==> src/rtl/lrsc_pkg.sv <==
package lrsc_pkg;
    typedef enum logic [1:0] {
        OP_LOAD  = 2'd0,
        OP_STORE = 2'd1,
        OP_LR    = 2'd2,
        OP_SC    = 2'd3
    } lrsc_op_e;

    typedef enum logic [1:0] {
        ST_IDLE = 2'd0,
        ST_EXEC = 2'd1,
        ST_RESP = 2'd2
    } lrsc_state_e;
endpackage

==> src/rtl/lrsc_arbiter.sv <==
module lrsc_arbiter #(
    parameter int NUM_PE = 4,
    localparam int IDX_W = (NUM_PE > 1) ? $clog2(NUM_PE) : 1
) (
    input  logic [NUM_PE-1:0] req,
    output logic [NUM_PE-1:0] gnt,
    output logic [IDX_W-1:0]  gnt_idx,
    output logic              gnt_any
);
    always_comb begin
        gnt     = '0;
        gnt_idx = '0;
        gnt_any = 1'b0;
        for (int i = 0; i < NUM_PE; i++) begin
            if (req[i] && !gnt_any) begin
                gnt[i]  = 1'b1;
                gnt_idx = IDX_W'(i);
                gnt_any = 1'b1;
            end
        end
    end
endmodule

==> src/rtl/lrsc_link_file.sv <==
module lrsc_link_file #(
    parameter int NUM_PE = 4,
    parameter int ADDR_W = 16,
    localparam int IDX_W = (NUM_PE > 1) ? $clog2(NUM_PE) : 1
) (
    input  logic              clk,
    input  logic              rst_n,
    input  logic              set_en,
    input  logic [IDX_W-1:0]  set_idx,
    input  logic [ADDR_W-1:0] set_addr,
    input  logic              wr_en,
    input  logic [ADDR_W-1:0] wr_addr,
    input  logic [NUM_PE-1:0] ctx_clear,
    input  logic [IDX_W-1:0]  q_idx,
    input  logic [ADDR_W-1:0] q_addr,
    output logic              q_hit
);
    logic [NUM_PE-1:0] lnk_vld;
    logic [ADDR_W-1:0] lnk_addr [NUM_PE];

    for (genvar g = 0; g < NUM_PE; g++) begin : g_link
        always_ff @(posedge clk) begin
            if (!rst_n) begin
                lnk_vld[g]  <= 1'b0;
                lnk_addr[g] <= '0;
            end else if (ctx_clear[g]) begin
                lnk_vld[g] <= 1'b0;
            end else if (set_en && set_idx == IDX_W'(g)) begin
                lnk_vld[g]  <= 1'b1;
                lnk_addr[g] <= set_addr;
            end else if (wr_en && lnk_vld[g] && lnk_addr[g] == wr_addr) begin
                lnk_vld[g] <= 1'b0;
            end
        end

        // context switch drops the reservation
        a_r7_ctx_clears: assert property (@(posedge clk) disable iff (!rst_n)
            ctx_clear[g] |=> !lnk_vld[g]);

        // snooped write leaves no reservation on its address
        a_r6_snoop_clears: assert property (@(posedge clk) disable iff (!rst_n)
            (wr_en && !set_en) |=> !(lnk_vld[g] && lnk_addr[g] == $past(wr_addr)));

        // load-reserved records the address
        a_r3_reserve_sets: assert property (@(posedge clk) disable iff (!rst_n)
            (set_en && set_idx == IDX_W'(g) && !ctx_clear[g])
            |=> (lnk_vld[g] && lnk_addr[g] == $past(set_addr)));
    end

    assign q_hit = lnk_vld[q_idx] && (lnk_addr[q_idx] == q_addr);
endmodule

==> src/rtl/lrsc_monitor.sv <==
module lrsc_monitor
    import lrsc_pkg::*;
#(
    parameter int NUM_PE = 4,
    parameter int ADDR_W = 16,
    parameter int DATA_W = 32,
    localparam int IDX_W = (NUM_PE > 1) ? $clog2(NUM_PE) : 1
) (
    input  logic                       clk,
    input  logic                       rst_n,
    input  logic [NUM_PE-1:0]          req_valid,
    input  logic [2*NUM_PE-1:0]        req_op,
    input  logic [ADDR_W*NUM_PE-1:0]   req_addr,
    input  logic [DATA_W*NUM_PE-1:0]   req_wdata,
    input  logic [NUM_PE-1:0]          ctx_clear,
    output logic [NUM_PE-1:0]          req_grant,
    output logic [NUM_PE-1:0]          rsp_valid,
    output logic [DATA_W-1:0]          rsp_data,
    output logic                       mem_en,
    output logic                       mem_we,
    output logic [ADDR_W-1:0]          mem_addr,
    output logic [DATA_W-1:0]          mem_wdata,
    input  logic [DATA_W-1:0]          mem_rdata
);
    lrsc_state_e       st_q, st_d;
    logic [IDX_W-1:0]  own_q;
    lrsc_op_e          op_q;
    logic [ADDR_W-1:0] addr_q;
    logic [DATA_W-1:0] wdata_q;
    logic              sc_ok_q;

    logic [NUM_PE-1:0] arb_req;
    logic [NUM_PE-1:0] arb_gnt;
    logic [IDX_W-1:0]  arb_idx;
    logic              arb_any;
    logic              link_hit;
    logic              exec_wr;

    assign arb_req = (st_q == ST_IDLE) ? req_valid : '0;

    lrsc_arbiter #(.NUM_PE(NUM_PE)) u_arb (
        .req     (arb_req),
        .gnt     (arb_gnt),
        .gnt_idx (arb_idx),
        .gnt_any (arb_any)
    );

    lrsc_link_file #(.NUM_PE(NUM_PE), .ADDR_W(ADDR_W)) u_links (
        .clk       (clk),
        .rst_n     (rst_n),
        .set_en    (st_q == ST_EXEC && op_q == OP_LR),
        .set_idx   (own_q),
        .set_addr  (addr_q),
        .wr_en     (exec_wr),
        .wr_addr   (addr_q),
        .ctx_clear (ctx_clear),
        .q_idx     (own_q),
        .q_addr    (addr_q),
        .q_hit     (link_hit)
    );

    assign exec_wr = (st_q == ST_EXEC) &&
                     (op_q == OP_STORE || (op_q == OP_SC && link_hit));

    // next-state logic
    always_comb begin
        st_d = st_q;
        unique case (st_q)
            ST_IDLE: if (arb_any) st_d = ST_EXEC;
            ST_EXEC: st_d = ST_RESP;
            ST_RESP: st_d = ST_IDLE;
            default: st_d = ST_IDLE;
        endcase
    end

    // state register and request capture
    always_ff @(posedge clk) begin
        if (!rst_n) begin
            st_q    <= ST_IDLE;
            own_q   <= '0;
            op_q    <= OP_LOAD;
            addr_q  <= '0;
            wdata_q <= '0;
            sc_ok_q <= 1'b0;
        end else begin
            st_q <= st_d;
            if (st_q == ST_IDLE && arb_any) begin
                own_q   <= arb_idx;
                op_q    <= lrsc_op_e'(req_op[arb_idx*2 +: 2]);
                addr_q  <= req_addr[arb_idx*ADDR_W +: ADDR_W];
                wdata_q <= req_wdata[arb_idx*DATA_W +: DATA_W];
            end
            if (st_q == ST_EXEC) sc_ok_q <= link_hit;
        end
    end

    // outputs
    always_comb begin
        req_grant = arb_gnt;
        rsp_valid = '0;
        rsp_data  = '0;
        mem_en    = 1'b0;
        mem_we    = 1'b0;
        mem_addr  = addr_q;
        mem_wdata = wdata_q;
        unique case (st_q)
            ST_IDLE: ;
            ST_EXEC: begin
                mem_en = (op_q != OP_SC) || link_hit;
                mem_we = exec_wr;
            end
            ST_RESP: begin
                rsp_valid[own_q] = 1'b1;
                if (op_q == OP_LOAD || op_q == OP_LR) rsp_data = mem_rdata;
                else if (op_q == OP_SC)                rsp_data = DATA_W'(sc_ok_q);
            end
            default: ;
        endcase
    end

    // one grant at a time
    a_r1_grant_onehot: assert property (@(posedge clk) disable iff (!rst_n)
        $onehot0(req_grant));

    // response two edges after the grant edge
    a_r2_resp_slot: assert property (@(posedge clk) disable iff (!rst_n)
        (req_grant != '0) |=> ##1 (rsp_valid != '0));

    // a failing store-conditional touches no memory
    a_r5_sc_fail_quiet: assert property (@(posedge clk) disable iff (!rst_n)
        (st_q == ST_EXEC && op_q == OP_SC && !link_hit) |-> !mem_en);

    // a reported success was preceded by a write
    a_r4_sc_ok_wrote: assert property (@(posedge clk) disable iff (!rst_n)
        (rsp_valid != '0 && op_q == OP_SC && rsp_data[0]) |-> $past(mem_we));

    // memory idle while responding
    a_r11_resp_no_mem: assert property (@(posedge clk) disable iff (!rst_n)
        (rsp_valid != '0) |-> !mem_en);
endmodule

==> config.mk <==
export PLATFORM = sky130hd
export DESIGN_NAME = lrsc_monitor
export DESIGN_NICKNAME = d
export VERILOG_FILES = /design/src/rtl/lrsc_pkg.sv /design/src/rtl/lrsc_arbiter.sv /design/src/rtl/lrsc_link_file.sv /design/src/rtl/lrsc_monitor.sv
export SDC_FILE = /design/constraint.sdc
export NUM_CORES = 1
export LEC_CHECK = 0
export BUFFER_PORTS_ARGS = -buffer_cell sky130_fd_sc_hd__buf_2
export CAP_MARGIN = 20
export CORE_UTILIZATION = 38
export CTS_CLUSTER_DIAMETER = 40
export CTS_CLUSTER_SIZE = 20
export DETAILED_ROUTE_END_ITERATION = 12
export HOLD_SLACK_MARGIN = 0.1
export PLACE_DENSITY = 0.66
export SLEW_MARGIN = 40
export SYNTH_ARGS = -nofsm -noshare
export SYNTH_HDL_FRONTEND = slang
export SYNTH_SLANG_ARGS = --single-unit
==> constraint.sdc <==
create_clock -name clk -period 3.8 [get_ports clk]
set_clock_uncertainty 0.15 [all_clocks]
set_input_delay 0.76 -clock clk [delete_from_list [all_inputs] [get_ports clk]]
set_output_delay 0.76 -clock clk [all_outputs]
set_load 0.01 [all_outputs]
# Word-level counts from Yosys, hierarchy flattened
# Memories as Yosys holds them, arrays and structs flattened. A register that Yosys moved wholly into a read port is not among the register bits.
# Index checks and enable logic that the tools add are counted.
[totals] reg_bits=59 n_memories=1 word_cells=128 inputBits=242 ram_bits=64
[mem_list] memory="u_links.lnk_addr" depth=4 word_bits=16 rd=5 rd_clocked_by_memory_dff=1 write_ports=4 line_no="lrsc_link_file.sv:19" source="logic [ADDR_W-1:0] lnk_addr [NUM_PE];"
[classes] shifts=3 mux=54 eq_ne=15 n_lt_le_gt_ge=2 bitwise=5 reduce_logical=38
[ops] op="variable part select 128 x 8 -> 32 bit" n=1
[ops] op="== test 16 bit" n=5
[ops] op="2-to-1 mux 16 bit" n=4
[ops] op="2-to-1 mux 32 bit" n=2
[ops] op="variable part select 64 x 7 -> 16 bit" n=1
[ops] op="2-to-1 mux 1 bit" n=38
[ops] op="logical AND 1 bit" n=21
[ops] op="== test 2 bit (second input constant)" n=5
[ops] op="2-to-1 mux 2 bit" n=5
[ops] op="2-to-1 mux 4 bit" n=2
[ops] op="nonzero test 2 bit" n=4
[ops] op="OR reduction 2 bit" n=4
[ops] op="variable part select 8 x 4 -> 2 bit" n=1
[ops] op="== test 2 x 1 -> 1 bit (second input constant)" n=3
[ops] op="logical NOT 2 bit" n=3
[ops] op="inequality test 2 bit (second input constant)" n=2
[ops] op="OR 1 bit" n=4
[ops] op="case mux 2 bit (2 select lines)" n=1
[ops] op="logical NOT 1 bit" n=3
[ops] op="logical OR 1 bit" n=3
[ops] op="< comparator 2 x 3 -> 1 bit (second input constant)" n=1
[ops] op="binary-select mux 1 bit (select 2 bit)" n=1
[ops] op="demux 1 bit (select 2 bit)" n=1
[ops] op=">= comparator 2 x 1 -> 1 bit (second input constant)" n=1
[ops] op="NOT 1 bit" n=1

# Logic depth before layout (Yosys ltp)
# Gate-level depths: netlist (run 1).
[depth] ltp_word=15 depth_mapped=8 depth_no_buf=7

# By module
# A second synthesis (run 1) with hierarchy kept.
[hier_totals] cells_unflattened=581 hier_area_um2=7295.7
[by_module_without_submodules] module="lrsc_link_file" area_each_um2=3980.1 n_inst=1 cells_per_inst=322
[by_module_without_submodules] module="lrsc_monitor" area_each_um2=3254.4 n_inst=1 cells_per_inst=248
[by_module_without_submodules] module="lrsc_arbiter" area_each_um2=61.3 n_inst=1 cells_per_inst=11

# Worst setup path before layout (run 1)
# No wires, ideal clock.
[synth_timing] kind="in2reg" startpoint="input ctx_clear[0]" endpoint="memory u_links.lnk_addr[0][0], enable pin" required_ns=3.214 arrival_ns=2.544 cell_stages=1 setup_slack_ns=0.671 n_path_buf=0 setup_ns=0.436 path_cell_list="o41ai_1"
[synth_lines] item="start: declaration" line_no="lrsc_monitor.sv:15" source="input logic [NUM_PE-1:0] ctx_clear,"
[synth_lines] item="end: declaration" line_no="lrsc_link_file.sv:19"

==> results of run 1 <==
==> routing by layer <==
layer  vias up  global-route usage [%]
li1       3718                       -
met1      3751                    35.3
met2       328                    45.3
met3        63                    6.45
met4         0                    16.0
met5         -                       0
==> worst max-delay path: stages (launching register included) <==
cell and delay (ns):
sky130_fd_sc_hd__dfxtp_2 0.42, sky130_fd_sc_hd__buf_4 0.17, sky130_fd_sc_hd__mux4_1 0.56, sky130_fd_sc_hd__xor2_1 0.19, sky130_fd_sc_hd__nor4b_1 0.30, sky130_fd_sc_hd__nand4_1 0.14, sky130_fd_sc_hd__buf_4 0.18, sky130_fd_sc_hd__a31oi_1 0.20
sky130_fd_sc_hd__buf_2 0.16
==> where the power goes <==
group          internal [mW]  switching, mW
clock                   1.02          0.605
sequential              1.51          0.123
combinational          0.463          0.540
total                   2.99           1.27
==> cell usage after synthesis, types with 3 or more instances <==
cell / count / area [um^2]
sky130_fd_sc_hd__nand2_1: 175 / 657
sky130_fd_sc_hd__and2_1: 89 / 557
sky130_fd_sc_hd__edfxtp_1: 64 / 1920
sky130_fd_sc_hd__dfxtp_1: 61 / 1220
sky130_fd_sc_hd__clkbuf_1: 56 / 210
sky130_fd_sc_hd__nand3_1: 55 / 275
sky130_fd_sc_hd__a21boi_1: 51 / 383
sky130_fd_sc_hd__o211ai_1: 51 / 383
sky130_fd_sc_hd__xor2_1: 47 / 412
sky130_fd_sc_hd__mux2_2: 42 / 473
sky130_fd_sc_hd__xnor2_1: 30 / 263
sky130_fd_sc_hd__nor4_1: 18 / 113
sky130_fd_sc_hd__mux2i_1: 16 / 160
sky130_fd_sc_hd__nor2_1: 14 / 52.6
sky130_fd_sc_hd__mux2_1: 11 / 124
sky130_fd_sc_hd__nor3_1: 10 / 50.1
sky130_fd_sc_hd__o21ai_1: 8 / 40.0
sky130_fd_sc_hd__a21oi_1: 7 / 35.0
sky130_fd_sc_hd__buf_2: 6 / 30.0
sky130_fd_sc_hd__mux4_2: 6 / 135
sky130_fd_sc_hd__buf_6: 5 / 56.3
sky130_fd_sc_hd__nand4_1: 5 / 31.3
sky130_fd_sc_hd__and3_1: 4 / 25.0
sky130_fd_sc_hd__buf_1: 3 / 11.3
sky130_fd_sc_hd__clkbuf_2: 3 / 15.0
sky130_fd_sc_hd__inv_1: 3 / 11.3
sky130_fd_sc_hd__nand2b_1: 3 / 18.8
sky130_fd_sc_hd__or4_4: 3 / 33.8
==> stage by stage <==
stage / instances / utilization [%] / power, mW / cell area, um^2 / setup slack [ns]
after CTS: 1474 / 51.9 / 4.25 / 10700 / 0.0104
after detailed placement: 1442 / 48.9 / 2.65 / 10100 / 0.433
after global placement: 1440 / 48.8 / 2.63 / 10000 / 0.422
after floorplan: 885 / - / 2.22 / 8080 / 0.671
after global routing: 1479 / 52.0 / 4.42 / 10700 / 0.000581
final: 1479 / 52.0 / 4.26 / 10700 / 0.143
==> flip-flops by register name, summed over array words and instances (netlist names), named ones only <==
register	count
op_q	2
sc_ok_q	1
st_q	2
u_links.lnk_addr	64
mem_wdata	32
mem_addr	16
u_links.lnk_vld	4
own_q	2
==> area by class of cell <==
cell class | instances | area [um^2] | share of cell area (%)
multi-input cells | 679 | 4600 | 43.0
flip-flops and latches | 125 | 3150 | 29.4
diodes | 3 | 7.51 | 0.0702
clock inverters | 6 | 43.8 | 0.409
inverters | 6 | 36.3 | 0.339
repair buffers | 364 | 1970 | 18.4
well taps | 270 | 338 | 3.16
clock buffers | 26 | 558 | 5.22
==> timing repair <==
item                       CTS  global route
gates resized for setup      1             4
hold buffers                 0             0
pin swaps                    0             1
setup endpoints to repair    1             2
setup buffers                0             1
==> kinds of logic after synthesis <==
kind of cell	synth area share [%]
buffers and inverters	4.84
DFF	38.9
and+or+nand+nor	23.9
AOI/OAI and AO/OA	12.1
muxes	11.9
xor gates and xnor gates	8.34
==> path summary, 6_finish.rpt <==
kind | start | to | slack, ns | depth (start not counted)
worst max-delay path | register | mem_en | 0.14 | 8
worst min-delay path | mem_wdata[10] | mem_wdata[10] | 0.30 | 2
worst max register to register | register | u_links.lnk_vld[1] | 1.04 | 7
worst min register to register | mem_wdata[10] | mem_wdata[10] | 0.30 | 2
==> cells in the final DEF (no fill, tap or decap), types with 4 or more instances in the layout <==
cell type and instances:
sky130_fd_sc_hd__mux2_1 11, sky130_fd_sc_hd__mux4_2 6, sky130_fd_sc_hd__dfxtp_1 57, sky130_fd_sc_hd__buf_4 26
sky130_fd_sc_hd__and2_1 89, sky130_fd_sc_hd__dfxtp_2 4, sky130_fd_sc_hd__nand2_1 174, sky130_fd_sc_hd__nand3_1 55
sky130_fd_sc_hd__clkbuf_16 21, sky130_fd_sc_hd__a21oi_1 7, sky130_fd_sc_hd__mux2_2 42, sky130_fd_sc_hd__nand4_1 5
sky130_fd_sc_hd__nor4_1 18, sky130_fd_sc_hd__edfxtp_1 64, sky130_fd_sc_hd__nor3_1 10, sky130_fd_sc_hd__and3_1 4
sky130_fd_sc_hd__a21boi_1 50, sky130_fd_sc_hd__o211ai_1 51, sky130_fd_sc_hd__xnor2_1 30, sky130_fd_sc_hd__mux2i_1 16
sky130_fd_sc_hd__xor2_1 47, sky130_fd_sc_hd__buf_2 331, sky130_fd_sc_hd__nor2_1 14, sky130_fd_sc_hd__o21ai_1 6
==> summary by stage, run 1 <==
Status
The run finished with clean final reports.

Detailed routing
The count of vias placed by the detailed router is 7860. After detailed routing, the met3 layer carries approximately 2200 um of wire. For this block, the routed nets add up to between 30000 and 40000 um of wire. The uppermost layer routed is met4. In the final routing, the length of wire on met1 measures 12600 um. The remaining antenna violation count is 0. The via density per instance is 5.31.

The first TritonRoute pass finished after 5 iterations. The starting DRC count in detailed routing is 584. The post-detailed-route wirelength per cell is 21.1 um. In the routed design, unresolved DRC markers number 0. Wire segments on met2 add up to 14700 um in the final route.

GRT
The first global-routing pass estimated 45600 um of wire. Entering global routing, the biggest net connects 64 pins. The total global-route track usage is 28.4%. The number of global-route vias before repair is 7575. The number of antenna violations at the first check in global routing came to 3. Summed over all layers, the global routing overflow is 0.

Finish
The share of layout cells above drive strength 1 is just under 40%. The layout has 1974 filler cells. The synthesis-to-layout area growth is 32.3%.

The final layout contains 1435 nets.

STA
The maximum clock frequency is 273 MHz. Setup violations remaining at the end of the flow were counted as 0. After routing, the total negative slack on setup checks comes to 0 ns. Setup repair after global routing left no endpoint under its margin. The number of failing hold endpoints at the final stage was 0. The slew at the pin closest to its max-slew limit is between 0.6 and 0.7 ns.

The final clock period utilization by the worst path is 96.2%. The max-slew violation count is 0. In this run the tightest slew margin relative to its limit is between 50% and 60%.

The post-route worst hold slack is 0.299 ns. The smallest clock period supported by the final layout is computed as 3.66 ns.

Synthesis
The synthesized netlist occupies a cell area of around 0.008 mm^2. Yosys mapped a number of flops with a built-in enable equal to 64. The average cell area after synthesis is 9.13 um^2.

The most used flip-flop cell after synthesis is sky130_fd_sc_hd__edfxtp_1. Sequential cells were found to cover 38.9% of the synthesized design area. For this run, the number of Yosys warnings is 0. The count of state elements after synthesis is 125.

Of all flip-flops after synthesis, the portion carrying an async set or reset was 0%. The unique cell type count in the Yosys netlist is 60. The number of cells produced by synthesis is 885. The post-synthesis net count is 1127.

Clock network
The CTS root buffer is sky130_fd_sc_hd__clkbuf_16. The clock sink count is 125. The latest clock arrival within the worst-skew pair is 0.42 ns. Clock-pin slew was measured on the worst setup and hold paths at 0.06 ns. The buffer depth of the longest clock path is 2. The TritonCTS clock tree is built. The H-tree generated during clock tree synthesis spans 4 levels.

In this run, CTS created clock tree buffers numbering 17.

Die
The number of rows created at floorplan is between 50 and 60. The area enclosed by the die boundary is approximately 0.022 mm^2. The top-level I/O count is 332. The initial core utilization is 39.3%. The die boundary height is 148 um. The overall die width is approximately 150 um. The area of the placeable core is 0.0206 mm^2.

Critical path
The element type at the critical path end is a primary output. The required time at the worst-slack endpoint is 2.89 ns. In this run the worst path has a maximum fanout of 7. The worst endpoint data arrival time is about 2.8 ns.

The type of origin of the critical path is a register. By startpoint and endpoint, the worst setup path is classified as reg2out.

Power
In this run the power density over the cells is 398 mW/mm^2. The worst-case IR drop observed on VDD is about 0.32 mV. In this run the static leakage power is 4.89 nW.

Min path
The min-delay analysis places its worst path in the category reg2reg.

Placed design
Input and output buffers added on the ports amount to 331. The half-perimeter wire length after detailed placement is ~24000 um. The congestion estimate from routability-driven global placement came to 0.984.

Run
The number of max-capacitance violations reported is 0.
No activity file was read; power rests on OpenSTA's default activity.
==> run 2: changes to the inputs <==
GPL_TIMING_DRIVEN = 0   (was not set)
RECOVER_POWER = 50   (was not set)
==> summary by stage, run 2 (synthesis results as in run 1) <==
Finish
The final-layout fill cell count is 2033 (+3.0%). In the layout the commonest cells are 287 x sky130_fd_sc_hd__buf_2, 175 x sky130_fd_sc_hd__nand2_1, 114 x sky130_fd_sc_hd__clkbuf_1, 76 x sky130_fd_sc_hd__and2_1, 64 x sky130_fd_sc_hd__edfxtp_1. The register ranked first by flip-flop count is u_links.lnk_addr. The most common library cell in the layout ignoring fill and taps is sky130_fd_sc_hd__buf_2. The share of layout cells above drive strength 1 is 31.2% (-7.3 points). The final net count is 1484 (+3.4%). The number of flip-flops in the largest register is 64 (unchanged). The synthesis-to-layout area growth is 32.3% (about the same).

STA
The sum of negative setup slack is 0 ns (unchanged). The post-layout minimum cycle time is 3.65 ns (-0.00445 ns). The setup-violating endpoint count in the final report was 0 (unchanged). Setup repair after global routing left no endpoint under its margin. The max-slew violation count is 9 (+9). The slew at the pin closest to its max-slew limit came to 1.51 ns (+0.824 ns).

The final clock period utilization by the worst path is 96.1% (-0.12 points). The post-route worst hold slack was 0.306 ns (+0.00737 ns). The worst-case headroom to the max-slew limit is -1.89% (-56 points). The maximum clock frequency is 274 MHz (+0.12%). The number of failing hold endpoints at the final stage is 0 (unchanged).

Clock network
The clock sink count is 125 (unchanged). The number of buffers inserted by post-CTS setup repair is 0 (unchanged). The number of buffers added to fix hold violations after cts is 0 (unchanged). The total clock buffers created by CTS is 17 (unchanged). The TritonCTS clock tree is built. The CTS root buffer is sky130_fd_sc_hd__clkbuf_16.

The number of levels in the clock H-tree is 4 (unchanged). The buffer depth of the longest clock path is 2 (unchanged). The latest clock arrival within the worst-skew pair is 0.43 ns (about the same). The post-CTS clock slew at the launch and capture registers of the worst setup and hold paths is 0.06 ns (about the same).

Placed design
The placer congestion estimate is 0.957 (-2.7%). The half-perimeter wire length after detailed placement is 27000 um (+11%). The count of buffers inserted at the top-level ports came to 330 (-0.30%).

Run
The number of max-capacitance violations reported is 1 (+1).

Min path
The worst hold path begins at mem_wdata[19]. The worst hold path terminates at mem_wdata[19]. The instance count along the most critical hold path is 2 (unchanged). The path class of the tightest hold or removal check is reg2reg.

Detailed routing
The count of vias placed by the detailed router came to 8144 (+3.6%). The total iterations of the first detailed-routing run came to 5 (unchanged). The remaining antenna violation count is 0 (unchanged).

The starting DRC count in detailed routing is 581 (-0.51%). The post-detailed-route DRC marker count is 0 (unchanged). The wire length reported by the detailed router was 33400 um (+7.1%).

The post-detailed-route wirelength per cell is 21.8 um (+3.6%). The via density per instance is 5.33 (+0.22%).

Critical path
The worst reg-to-reg path cell count was 4 (-3). The critical path buffer and inverter count is 3 (unchanged). The maximum fanout along the worst path is 14 (+7). The source of the worst register-to-register timing path is own_q[1]. The slack of the worst reg-to-reg path is 0.32 ns (-0.72 ns).

The highest cell delay on the worst timing path is 0.37 ns (-0.19 ns). STA classifies the critical path endpoint as a primary output. The end of the worst register-to-register path is u_links.lnk_addr[2][5]. The critical path goes through buf_12 > buf_8 > mux4_2 > xor2_1 > o21bai_1 > nor4_2 > nand4_1 > a31oi_1 > buf_2. The worst setup path category is reg2out. The required time at the worst-slack endpoint was 2.89 ns (about the same).

The worst endpoint data arrival time came to 2.74 ns (about the same). The type of origin of the critical path is a register. The dominant delay contributor by cell family on the critical path is buffers and inverters. Among all stages on the critical path, the largest delay is contributed by sky130_fd_sc_hd__dfxtp_1.

GRT
The number of global-route vias before repair is 7982 (+5.4%). The number of antenna violations at the first check in global routing was 6 (+3). The sum of overflow across all layers after global routing is 0 (unchanged). The wire length of the first global-routing pass is 48000 um (+5.2%). The total global-route track usage is 30.2% (+1.9 points). The maximum number of pins on one net before global-route repair was 17 (-73%).

Power
The post-layout total power is 4.38 mW (+2.9%). The total power per unit cell area is 409 mW/mm^2 (+2.9%). The static leakage is 4.66 nW (-4.8%). The maximum resistive drop on vdd is 0.330 mV (+4.4%).

Die
The top-level I/O count is 332 (unchanged). The number of rows created at floorplan is 52 (unchanged). The die boundary height is 148 um (unchanged). The initial core utilization came to 39.3% (unchanged).

The overall die width is 148 um (unchanged). The area of the placeable core was 0.0206 mm^2 (unchanged). The area enclosed by the die boundary is 0.0219 mm^2 (unchanged).

Status
The flow ran to the end, but the final reports show violations. The checks that failed: max-capacitance violations, max-slew violations.
-- run 2: where the power goes --
group / internal, mW / switching, mW
clock network: 1.11 / 0.618
logic: 0.443 / 0.633
registers: 1.51 / 0.0700
-- run 2: per-stage QoR --
stage	utilization [%]	setup slack (ns)	instances	cell area, um^2
after floorplan	-	0.671	885	8080
after global placement	49.0	-0.905	1485	10100
after detailed placement	49.5	0.336	1494	10200
after CTS	52.6	0.0207	1525	10800
after global routing	52.0	0.0209	1528	10700
final	52.0	0.148	1529	10700
-- run 2: area by class of cell --
type                       count  area (um^2)  area share, %
sequential                   125         3140           29.4
tap                          270          338           3.16
inverter                       6         36.3          0.339
multi-input combinational    679         4570           42.7
clock inverter                12          169           1.58
buffer                        74          357           3.33
clock buffer                  20          447           4.18
timing repair buffer         339         1630           15.2
antenna                        4         10.0         0.0936
-- run 2: worst register-to-register path: stages, from the launching register on --
cell,delay (ns)
sky130_fd_sc_hd__dfxtp_1,0.30
sky130_fd_sc_hd__clkbuf_1,0.47
sky130_fd_sc_hd__or3b_2,0.58
sky130_fd_sc_hd__o21ai_0,1.18
sky130_fd_sc_hd__clkbuf_2,0.46
-- run 2: worst max path at each step --
stage                            start                     end  cells past startpoint
final                         register                  mem_en                      9
after detailed placement      register                  mem_en                      8
after global routing          register                  mem_we                      9
after floorplan           ctx_clear[0]  u_links.lnk_addr[0][0]                      1
after CTS                     register                  mem_en                      9
after global placement         st_q[0]  u_links.lnk_addr[0][5]                      3
-- run 2: repair_timing --
action | CTS | global route
setup endpoints to repair | 2 | 2
endpoints found under the hold margin | 0 | 0
resized for setup | 2 | 6
pin swaps | 0 | 2
-- run 2: metal layers --
metal | GRT usage [%] | vias to the layer above | wire (um)
met5 | 0 | - | 35
met2 | 48.8 | 394 | 16000
met3 | 5.99 | 83 | 2460
met1 | 37.5 | 3849 | 13100
li1 | - | 3812 | -
met4 | 17.7 | 6 | 1820
